File: src/rtl/posTxPkg.sv
package posTxPkg;

  localparam int BYTE_W = 8;

  localparam logic [BYTE_W-1:0] FLAG_BYTE = 8'h7E;
  localparam logic [BYTE_W-1:0] ESC_BYTE  = 8'h7D;
  localparam logic [BYTE_W-1:0] ESC_FLIP  = 8'h20;
  localparam logic [BYTE_W-1:0] ADDR_BYTE = 8'hFF;
  localparam logic [BYTE_W-1:0] CTRL_BYTE = 8'h03;

  localparam logic [31:0] POLY_32 = 32'hEDB88320;
  localparam logic [31:0] POLY_16 = 32'h00008408;

  // source of the byte offered to the stuffer in the current cycle
  typedef enum logic [2:0] {
    SEL_FLAG,
    SEL_ADDR,
    SEL_CTRL,
    SEL_DATA,
    SEL_FCS
  } byteSelT;

  // strobes from control to datapath
  typedef struct packed {
    byteSelT    sel;
    logic       frameByte;  // byte belongs to a frame: subject to stuffing
    logic       crcInit;    // preset the CRC
    logic       crcUpd;     // fold the offered byte into the CRC
    logic [1:0] fcsIdx;     // which FCS byte to offer
    logic       fcsInvert;  // corrupt the check sequence of this frame
    logic       crc32;      // width of the running check
  } txStrobeT;

  // one byte of a reflected CRC, LSB first
  function automatic logic [31:0] crcStep(input logic [31:0] crcIn,
                                          input logic [7:0]  din,
                                          input logic        wide);
    logic [31:0] c;
    logic        fb;
    c = wide ? crcIn : {16'h0000, crcIn[15:0]};
    for (int i = 0; i < 8; i++) begin
      fb = c[0] ^ din[i];
      c  = c >> 1;
      if (fb) c = c ^ (wide ? POLY_32 : POLY_16);
    end
    return c;
  endfunction

endpackage

File: src/rtl/posTxScrambler.sv
module posTxScrambler #(
  parameter int W   = 8,
  parameter int LAG = 43
) (
  input  logic         clk,
  input  logic         rstN,
  input  logic         en,
  input  logic [W-1:0] dIn,
  output logic [W-1:0] dOut
);

  logic [LAG-1:0] hist;
  logic [LAG-1:0] histNxt;

  // hist[0] is the most recent output bit, hist[LAG-1] the one LAG bits back
  always_comb begin
    logic [LAG-1:0] h;
    logic           b;
    h    = hist;
    dOut = '0;
    for (int i = 0; i < W; i++) begin
      b       = en ? (dIn[i] ^ h[LAG-1]) : dIn[i];
      dOut[i] = b;
      h       = {h[LAG-2:0], b};
    end
    histNxt = h;
  end

  always_ff @(posedge clk or negedge rstN) begin
    if (!rstN) hist <= '0;
    else       hist <= histNxt;
  end

endmodule

File: src/rtl/posTxCtrl.sv
module posTxCtrl
  import posTxPkg::*;
(
  input  logic       clk,
  input  logic       rstN,
  input  logic       cfgReadEn,
  input  logic [1:0] cfgFcsSel,
  input  logic       cfgErrMode,
  input  logic       cfgAcPass,
  input  logic       errInjSet,
  input  logic       errInjClr,
  input  logic       fifoValid,
  input  logic       fifoSop,
  input  logic       fifoEop,
  input  logic       stall,
  output logic       fifoRd,
  output logic       frameBusy,
  output logic       errInjActive,
  output txStrobeT   strb
);

  typedef enum logic [2:0] {
    ST_IDLE,
    ST_ADDR,
    ST_CTRL,
    ST_DATA,
    ST_FCS
  } stateT;

  stateT      state, stateNxt;
  logic [1:0] fcsIdx, fcsIdxNxt;
  logic       fcsOnQ;
  logic       wideQ;
  logic       corruptQ;
  logic       errInj;
  logic       startFrame;
  logic       lastFcs;
  logic       fcsDone;
  logic       adv;

  assign adv        = !stall;
  assign startFrame = (state == ST_IDLE) && adv && cfgReadEn && fifoValid && fifoSop;
  assign lastFcs    = (fcsIdx == (wideQ ? 2'd3 : 2'd1));
  assign fcsDone    = (state == ST_FCS) && adv && lastFcs;

  always_comb begin
    strb           = '0;
    strb.sel       = SEL_FLAG;
    strb.fcsIdx    = fcsIdx;
    strb.fcsInvert = corruptQ;
    strb.crc32     = wideQ;
    strb.crcInit   = startFrame;
    fifoRd         = 1'b0;
    stateNxt       = state;
    fcsIdxNxt      = fcsIdx;
    unique case (state)
      ST_IDLE: begin
        if (startFrame) stateNxt = cfgAcPass ? ST_DATA : ST_ADDR;
      end
      ST_ADDR: begin
        strb.sel       = SEL_ADDR;
        strb.frameByte = 1'b1;
        strb.crcUpd    = adv;
        if (adv) stateNxt = ST_CTRL;
      end
      ST_CTRL: begin
        strb.sel       = SEL_CTRL;
        strb.frameByte = 1'b1;
        strb.crcUpd    = adv;
        if (adv) stateNxt = ST_DATA;
      end
      ST_DATA: begin
        if (fifoValid) begin
          strb.sel       = SEL_DATA;
          strb.frameByte = 1'b1;
          fifoRd         = adv;
          strb.crcUpd    = adv;
          if (adv && fifoEop) stateNxt = fcsOnQ ? ST_FCS : ST_IDLE;
        end
      end
      ST_FCS: begin
        strb.sel       = SEL_FCS;
        strb.frameByte = 1'b1;
        if (adv) begin
          if (lastFcs) begin
            stateNxt  = ST_IDLE;
            fcsIdxNxt = 2'd0;
          end else begin
            fcsIdxNxt = fcsIdx + 2'd1;
          end
        end
      end
      default: stateNxt = ST_IDLE;
    endcase
  end

  always_ff @(posedge clk or negedge rstN) begin
    if (!rstN) begin
      state    <= ST_IDLE;
      fcsIdx   <= 2'd0;
      fcsOnQ   <= 1'b0;
      wideQ    <= 1'b0;
      corruptQ <= 1'b0;
      errInj   <= 1'b0;
    end else begin
      state  <= stateNxt;
      fcsIdx <= fcsIdxNxt;
      if (startFrame) begin
        fcsOnQ   <= cfgFcsSel[1];
        wideQ    <= cfgFcsSel[0];
        corruptQ <= errInj && cfgFcsSel[1];
      end
      if (errInjClr)                               errInj <= 1'b0;
      else if (errInjSet)                          errInj <= 1'b1;
      else if (fcsDone && corruptQ && !cfgErrMode) errInj <= 1'b0;
    end
  end

  assign frameBusy    = (state != ST_IDLE);
  assign errInjActive = errInj;

endmodule

File: src/rtl/posTxDatapath.sv
module posTxDatapath
  import posTxPkg::*;
#(
  parameter int SCR_LAG = 43
) (
  input  logic              clk,
  input  logic              rstN,
  input  txStrobeT          strb,
  input  logic [BYTE_W-1:0] fifoData,
  input  logic              cfgScrEn,
  output logic              stall,
  output logic [BYTE_W-1:0] lineByte,
  output logic [BYTE_W-1:0] txData
);

  logic [31:0]       crc;
  logic [31:0]       fcsWord;
  logic [BYTE_W-1:0] curByte;
  logic [BYTE_W-1:0] escByte;
  logic              escPending;
  logic              needEsc;
  logic [BYTE_W-1:0] scrOut;

  assign fcsWord = strb.fcsInvert ? crc : ~crc;

  always_comb begin
    unique case (strb.sel)
      SEL_ADDR: curByte = ADDR_BYTE;
      SEL_CTRL: curByte = CTRL_BYTE;
      SEL_DATA: curByte = fifoData;
      SEL_FCS:  curByte = fcsWord[{strb.fcsIdx, 3'b000} +: BYTE_W];
      default:  curByte = FLAG_BYTE;
    endcase
  end

  assign needEsc = strb.frameByte && ((curByte == FLAG_BYTE) || (curByte == ESC_BYTE));

  always_comb begin
    if (escPending)   lineByte = escByte;
    else if (needEsc) lineByte = ESC_BYTE;
    else              lineByte = curByte;
  end

  assign stall = escPending;

  always_ff @(posedge clk or negedge rstN) begin
    if (!rstN) begin
      escPending <= 1'b0;
      escByte    <= '0;
      crc        <= '1;
    end else begin
      escPending <= !escPending && needEsc;
      if (!escPending && needEsc) escByte <= curByte ^ ESC_FLIP;
      if (strb.crcInit)     crc <= '1;
      else if (strb.crcUpd) crc <= crcStep(crc, curByte, strb.crc32);
    end
  end

  posTxScrambler #(.W(BYTE_W), .LAG(SCR_LAG)) uScr (
    .clk  (clk),
    .rstN (rstN),
    .en   (cfgScrEn),
    .dIn  (lineByte),
    .dOut (scrOut)
  );

  always_ff @(posedge clk or negedge rstN) begin
    if (!rstN) txData <= FLAG_BYTE;
    else       txData <= scrOut;
  end

endmodule

File: src/rtl/posTxFramer.sv
module posTxFramer
  import posTxPkg::*;
#(
  parameter int SCR_LAG = 43
) (
  input  logic       clk,
  input  logic       rstN,
  input  logic       cfgReadEn,
  input  logic [1:0] cfgFcsSel,
  input  logic       cfgErrMode,
  input  logic       cfgAcPass,
  input  logic       cfgScrEn,
  input  logic       errInjSet,
  input  logic       errInjClr,
  output logic       errInjActive,
  input  logic [7:0] fifoData,
  input  logic       fifoSop,
  input  logic       fifoEop,
  input  logic       fifoValid,
  output logic       fifoRd,
  output logic [7:0] txData
);

  txStrobeT          strb;
  logic              stall;
  logic              frameBusy;
  logic [BYTE_W-1:0] lineByte;

  posTxCtrl uCtrl (
    .clk          (clk),
    .rstN         (rstN),
    .cfgReadEn    (cfgReadEn),
    .cfgFcsSel    (cfgFcsSel),
    .cfgErrMode   (cfgErrMode),
    .cfgAcPass    (cfgAcPass),
    .errInjSet    (errInjSet),
    .errInjClr    (errInjClr),
    .fifoValid    (fifoValid),
    .fifoSop      (fifoSop),
    .fifoEop      (fifoEop),
    .stall        (stall),
    .fifoRd       (fifoRd),
    .frameBusy    (frameBusy),
    .errInjActive (errInjActive),
    .strb         (strb)
  );

  posTxDatapath #(.SCR_LAG(SCR_LAG)) uDp (
    .clk      (clk),
    .rstN     (rstN),
    .strb     (strb),
    .fifoData (fifoData),
    .cfgScrEn (cfgScrEn),
    .stall    (stall),
    .lineByte (lineByte),
    .txData   (txData)
  );

endmodule

File: config.mk
export PLATFORM = sky130hd
export DESIGN_NAME = posTxFramer
export DESIGN_NICKNAME = d
export VERILOG_FILES = /design/src/rtl/posTxPkg.sv /design/src/rtl/posTxScrambler.sv /design/src/rtl/posTxCtrl.sv /design/src/rtl/posTxDatapath.sv /design/src/rtl/posTxFramer.sv
export SDC_FILE = /design/constraint.sdc
export NUM_CORES = 1
export LEC_CHECK = 0
export BUFFER_PORTS_ARGS = -buffer_cell sky130_fd_sc_hd__buf_2
export CORE_MARGIN = 2
export CORE_UTILIZATION = 40
export DETAILED_ROUTE_END_ITERATION = 10
export GPL_ROUTABILITY_DRIVEN = 0
export SLEW_MARGIN = 20
export SYNTH_ARGS = -nofsm -noshare
export SYNTH_HDL_FRONTEND = slang
export SYNTH_SLANG_ARGS = --single-unit
File: constraint.sdc
create_clock -name clk -period 3.5 [get_ports clk]
set_clock_uncertainty 0.05 [all_clocks]
set_input_delay 0.525 -clock clk [delete_from_list [all_inputs] [get_ports clk]]
set_output_delay 0.525 -clock clk [all_outputs]
set_load 0.02 [all_outputs]
==> key figures <==
Run status
  • Status: completed

Finish
  • Fraction of layout cells with a size suffix above 1: 29.5%
  • Fin nets: 541
  • P&R area growth vs syn: 14.7%
  • Design area: a little over 6000 sq um
  • # diodes: 0
  • Fill cells: 1,224

STA
  • Tmin final: 3.27 ns
  • Final setup fails: 0
  • Setup TNS: 0 ns
  • Normalized max-slew margin: 35.2%
  • Final hold slack: 0.269 ns
  • Fin. Hold Viols: 0
  • Max-slew violations: 0
  • Achievable Freq: 0.306 GHz
  • Slew at the pin closest to its max-slew limit: 0.972 ns
  • RSZ-0062 raised after global routing: no
  • Final critical-path share of the clock period: 93.4%

Clock tree
  • Post-CTS setup buffer count: 0
  • H-tree depth: 3
  • Worst skew pair latency: 0.35 ns
  • CTS tree: done
  • CTS clock-pin slew for the worst setup and hold paths: 0.07 ns
  • TritonCTS Buffers: 9
  • Maximum root-to-sink buffer count: 2
  • Hold buffers post-CTS: 0
  • Clock sinks: 99
  • Root Buffer: clkbuf_16

Placed design
  • Dpl hpwl: 8810 um
  • Placement Cell Area: 5820 sq um
  • IO Port Bufs: 30

Setup path
  • Worst endpoint data arrival time: between 3 and 4 ns
  • Top delay family on crit path: XOR/XNOR gates
  • Crit Path Class: reg2reg
  • CP required: 3.69 ns
  • Worst setup EP type: flip-flop
  • Worst Path Buf+Inv: 1
  • Crit path max fanout: 8
  • Worst path max stage delay: 0.56 ns
  • CP max-delay cell: mux4_2
  • CP most frequent cell: xnor2_1
  • Crit-path cells: buf_4 -> mux4_2 -> xnor2_1 -> a22o_1 -> xor2_2 -> xnor2_1 -> xnor2_2 -> xnor2_1 -> nor3_1 -> nor4_1
  • Critical Path Source Type: flip-flop

Job
  • Max Cap Violations: 0

Worst hold path
  • Worst hold path type: in2async

Yosys
  • Post-Syn Nets: 503
  • Cell variety after synth: 58
  • Syn Inst Count: 482
  • FF+latch count, synth: 99
  • Synthesis Warnings: 0
  • FFs w/ async S/R, synth: between 90% and 100%
  • Synth Flop Type: dfrtp_1
  • Cell Area, Synth: ~5400 sq um
  • Number of synthesized flops with an enable pin: 0
  • Sequential share of the synthesized area: between 40% and 50%
  • Avg Synthesized Cell Area: 11.1 sq um

GRT
  • First-pass GRT wire length: a little over 20,000 um
  • Antenna violations before repair: 0
  • GR Util All Layers: a little under a fifth
  • Largest net degree at the start of global routing: slightly below 80
  • Number of global-route vias before repair: 3,757
  • Global route total overflow: 0

Die
  • Core box area: 13,100 sq um
  • Initial Utilization: 40.8%
  • IO Pins: 31
  • Die width: ~120 um
  • Num rows: 42
  • Die area: 14,300 sq um
  • Die Y: 120 um

Route
  • Router iterations before antenna repair: 5
  • Via Count: 3,712
  • Final wirelength: 12,200 um
  • Drt initial violations: 331
  • Vias per inst: 5.30
  • WL/cell: 17.3 um
  • Routed Antenna Nets: 0
  • Remaining DRCs: 0
-- worst reg2reg max path, delay by kind of cell, from the launching register on --
| kind | cells | cell delay (ns) |
|---|---|---|
| AO/OA/AOI/OAI | 1 | 0.25 |
| XOR/XNOR | 5 | 1.23 |
| buffers and inverters | 1 | 0.20 |
| flip-flops | 1 | 0.48 |
| multiplexers | 1 | 0.56 |
| AND/OR/NAND/NOR | 2 | 0.39 |
-- repair_timing --
item / 4_1_cts / 5_1_grt
endpoints found under the setup margin: 2 / 11
gates resized for setup: 1 / 6
pin swaps: 0 / 1
-- synth_stat cells (all sizes together), types with 2 or more instances --
| cell | n | area, sq um |
|---|---|---|
| inv | 9 | 33.8 |
| a221oi | 2 | 17.5 |
| or3b | 3 | 26.3 |
| mux4 | 8 | 184 |
| xnor2 | 58 | 579 |
| a31oi | 2 | 12.5 |
| nor2b | 5 | 31.3 |
| mux2i | 13 | 130 |
| a21oi | 19 | 95.1 |
| a2111oi | 2 | 36.3 |
| nor4 | 6 | 37.5 |
| o211ai | 3 | 22.5 |
| nand3b | 2 | 15.0 |
| o21a | 3 | 22.5 |
| xnor3 | 4 | 90.1 |
| and3 | 4 | 25.0 |
| nand2 | 32 | 120 |
| nor3 | 16 | 80.1 |
| a22o | 2 | 17.5 |
| o41ai | 2 | 36.3 |
| nand2b | 3 | 18.8 |
| mux2 | 5 | 56.3 |
| buf | 15 | 85.1 |
| dfstp | 38 | 998 |
| o21bai | 2 | 15.0 |
| and3b | 2 | 17.5 |
| xor2 | 28 | 294 |
| or2 | 6 | 37.5 |
| nand3 | 15 | 75.1 |
| o21ai | 62 | 310 |
| nor3b | 2 | 15.0 |
| xor3 | 3 | 71.3 |
| dfrtp | 61 | 1530 |
| nor2 | 14 | 52.6 |
| a211oi | 3 | 22.5 |
| clkbuf | 18 | 67.6 |
-- area by class of cell --
type,count,area (sq um),share of cell area [%]
Clock inverter,7,80.1,1.30
Tap cell,176,220,3.59
Sequential cell,99,2530,41.2
Inverter,10,37.5,0.611
Multi-Input combinational cell,340,2660,43.3
Timing Repair Buffer,60,390,6.36
Clock buffer,9,225,3.67
-- layout by cell type (no fill, tap or decap), drive strengths merged, types with 3 or more instances in the layout --
master / instances
o21ai: 62
or2: 6
nor2b: 5
dfrtp: 61
and3: 4
o21a: 3
clkinv: 4
nor3: 16
nor4: 6
or3b: 3
a211oi: 3
dfstp: 38
mux2i: 13
xor2: 28
nor2: 14
nand3: 15
mux2: 5
nand2b: 3
xnor3: 4
mux4: 8
clkbuf: 9
nand2: 32
xnor2: 58
buf: 60
xor3: 3
a21oi: 19
o211ai: 3
inv: 12
-- metal layers --
layer	GRT usage, %	share of wire, %	up-vias
li1	-	-	1742
met4	4.78	1.7	0
met1	25.2	46	1861
met2	30.2	49	93
met3	3.04	3.4	16
met5	0	0	-
-- through the flow --
stage          instances  util, %  setup slack, ns
3_5_place_dp         685     44.3           0.0536
5_1_grt              701     46.7          0.00683
4_1_cts              701     46.6           0.0696
2_1_floorplan        482        -            0.430
6_report             701     46.7            0.230
3_3_place_gp         685     44.3            0.136
-- registers in the layout, indices dropped and copies added (netlist names) --
register / count
uDp.uScr.hist: 42
uDp.crc: 32
uDp.escByte: 8
uDp.txData: 7
uCtrl.state: 3
uCtrl.fcsIdx: 2
uCtrl.corruptQ: 1
uCtrl.errInjActive: 1
uCtrl.fcsOnQ: 1
uCtrl.wideQ: 1
uDp.stall: 1
-- kinds of logic after synthesis --
family,after synthesis,synth area share [%]
AO/OA/AOI/OAI,108,12.3
XOR/XNOR,93,19.3
buffers and inverters,43,3.55
flip-flops,99,47.2
multiplexers,26,6.92
AND/OR/NAND/NOR,113,10.7
-- worst paths after layout --
path                                        startpoint                             end  slack [ns]  cells past startpoint
max                        uCtrl.fcsIdx[0]$_DFFE_PN0P_         uDp.crc[21]$_DFFE_PN1P_        0.23                     10
min                                               rstN        uCtrl.fcsOnQ$_DFFE_PN0P_        0.27                      1
max reg2reg                uCtrl.fcsIdx[0]$_DFFE_PN0P_         uDp.crc[21]$_DFFE_PN1P_        0.23                     10
min reg2reg                uDp.uScr.hist[20]$_DFF_PN0_     uDp.uScr.hist[28]$_DFF_PN0_        0.30                      0
max in group asynchronous                         rstN         uDp.crc[31]$_DFFE_PN1P_        2.27                      2
min in group clk                             errInjClr  uCtrl.errInjActive$_DFFE_PN0P_        0.27                      2
Power is not shown: default switching activity piles up to over one toggle a cycle in this logic, so the estimate is an artifact.
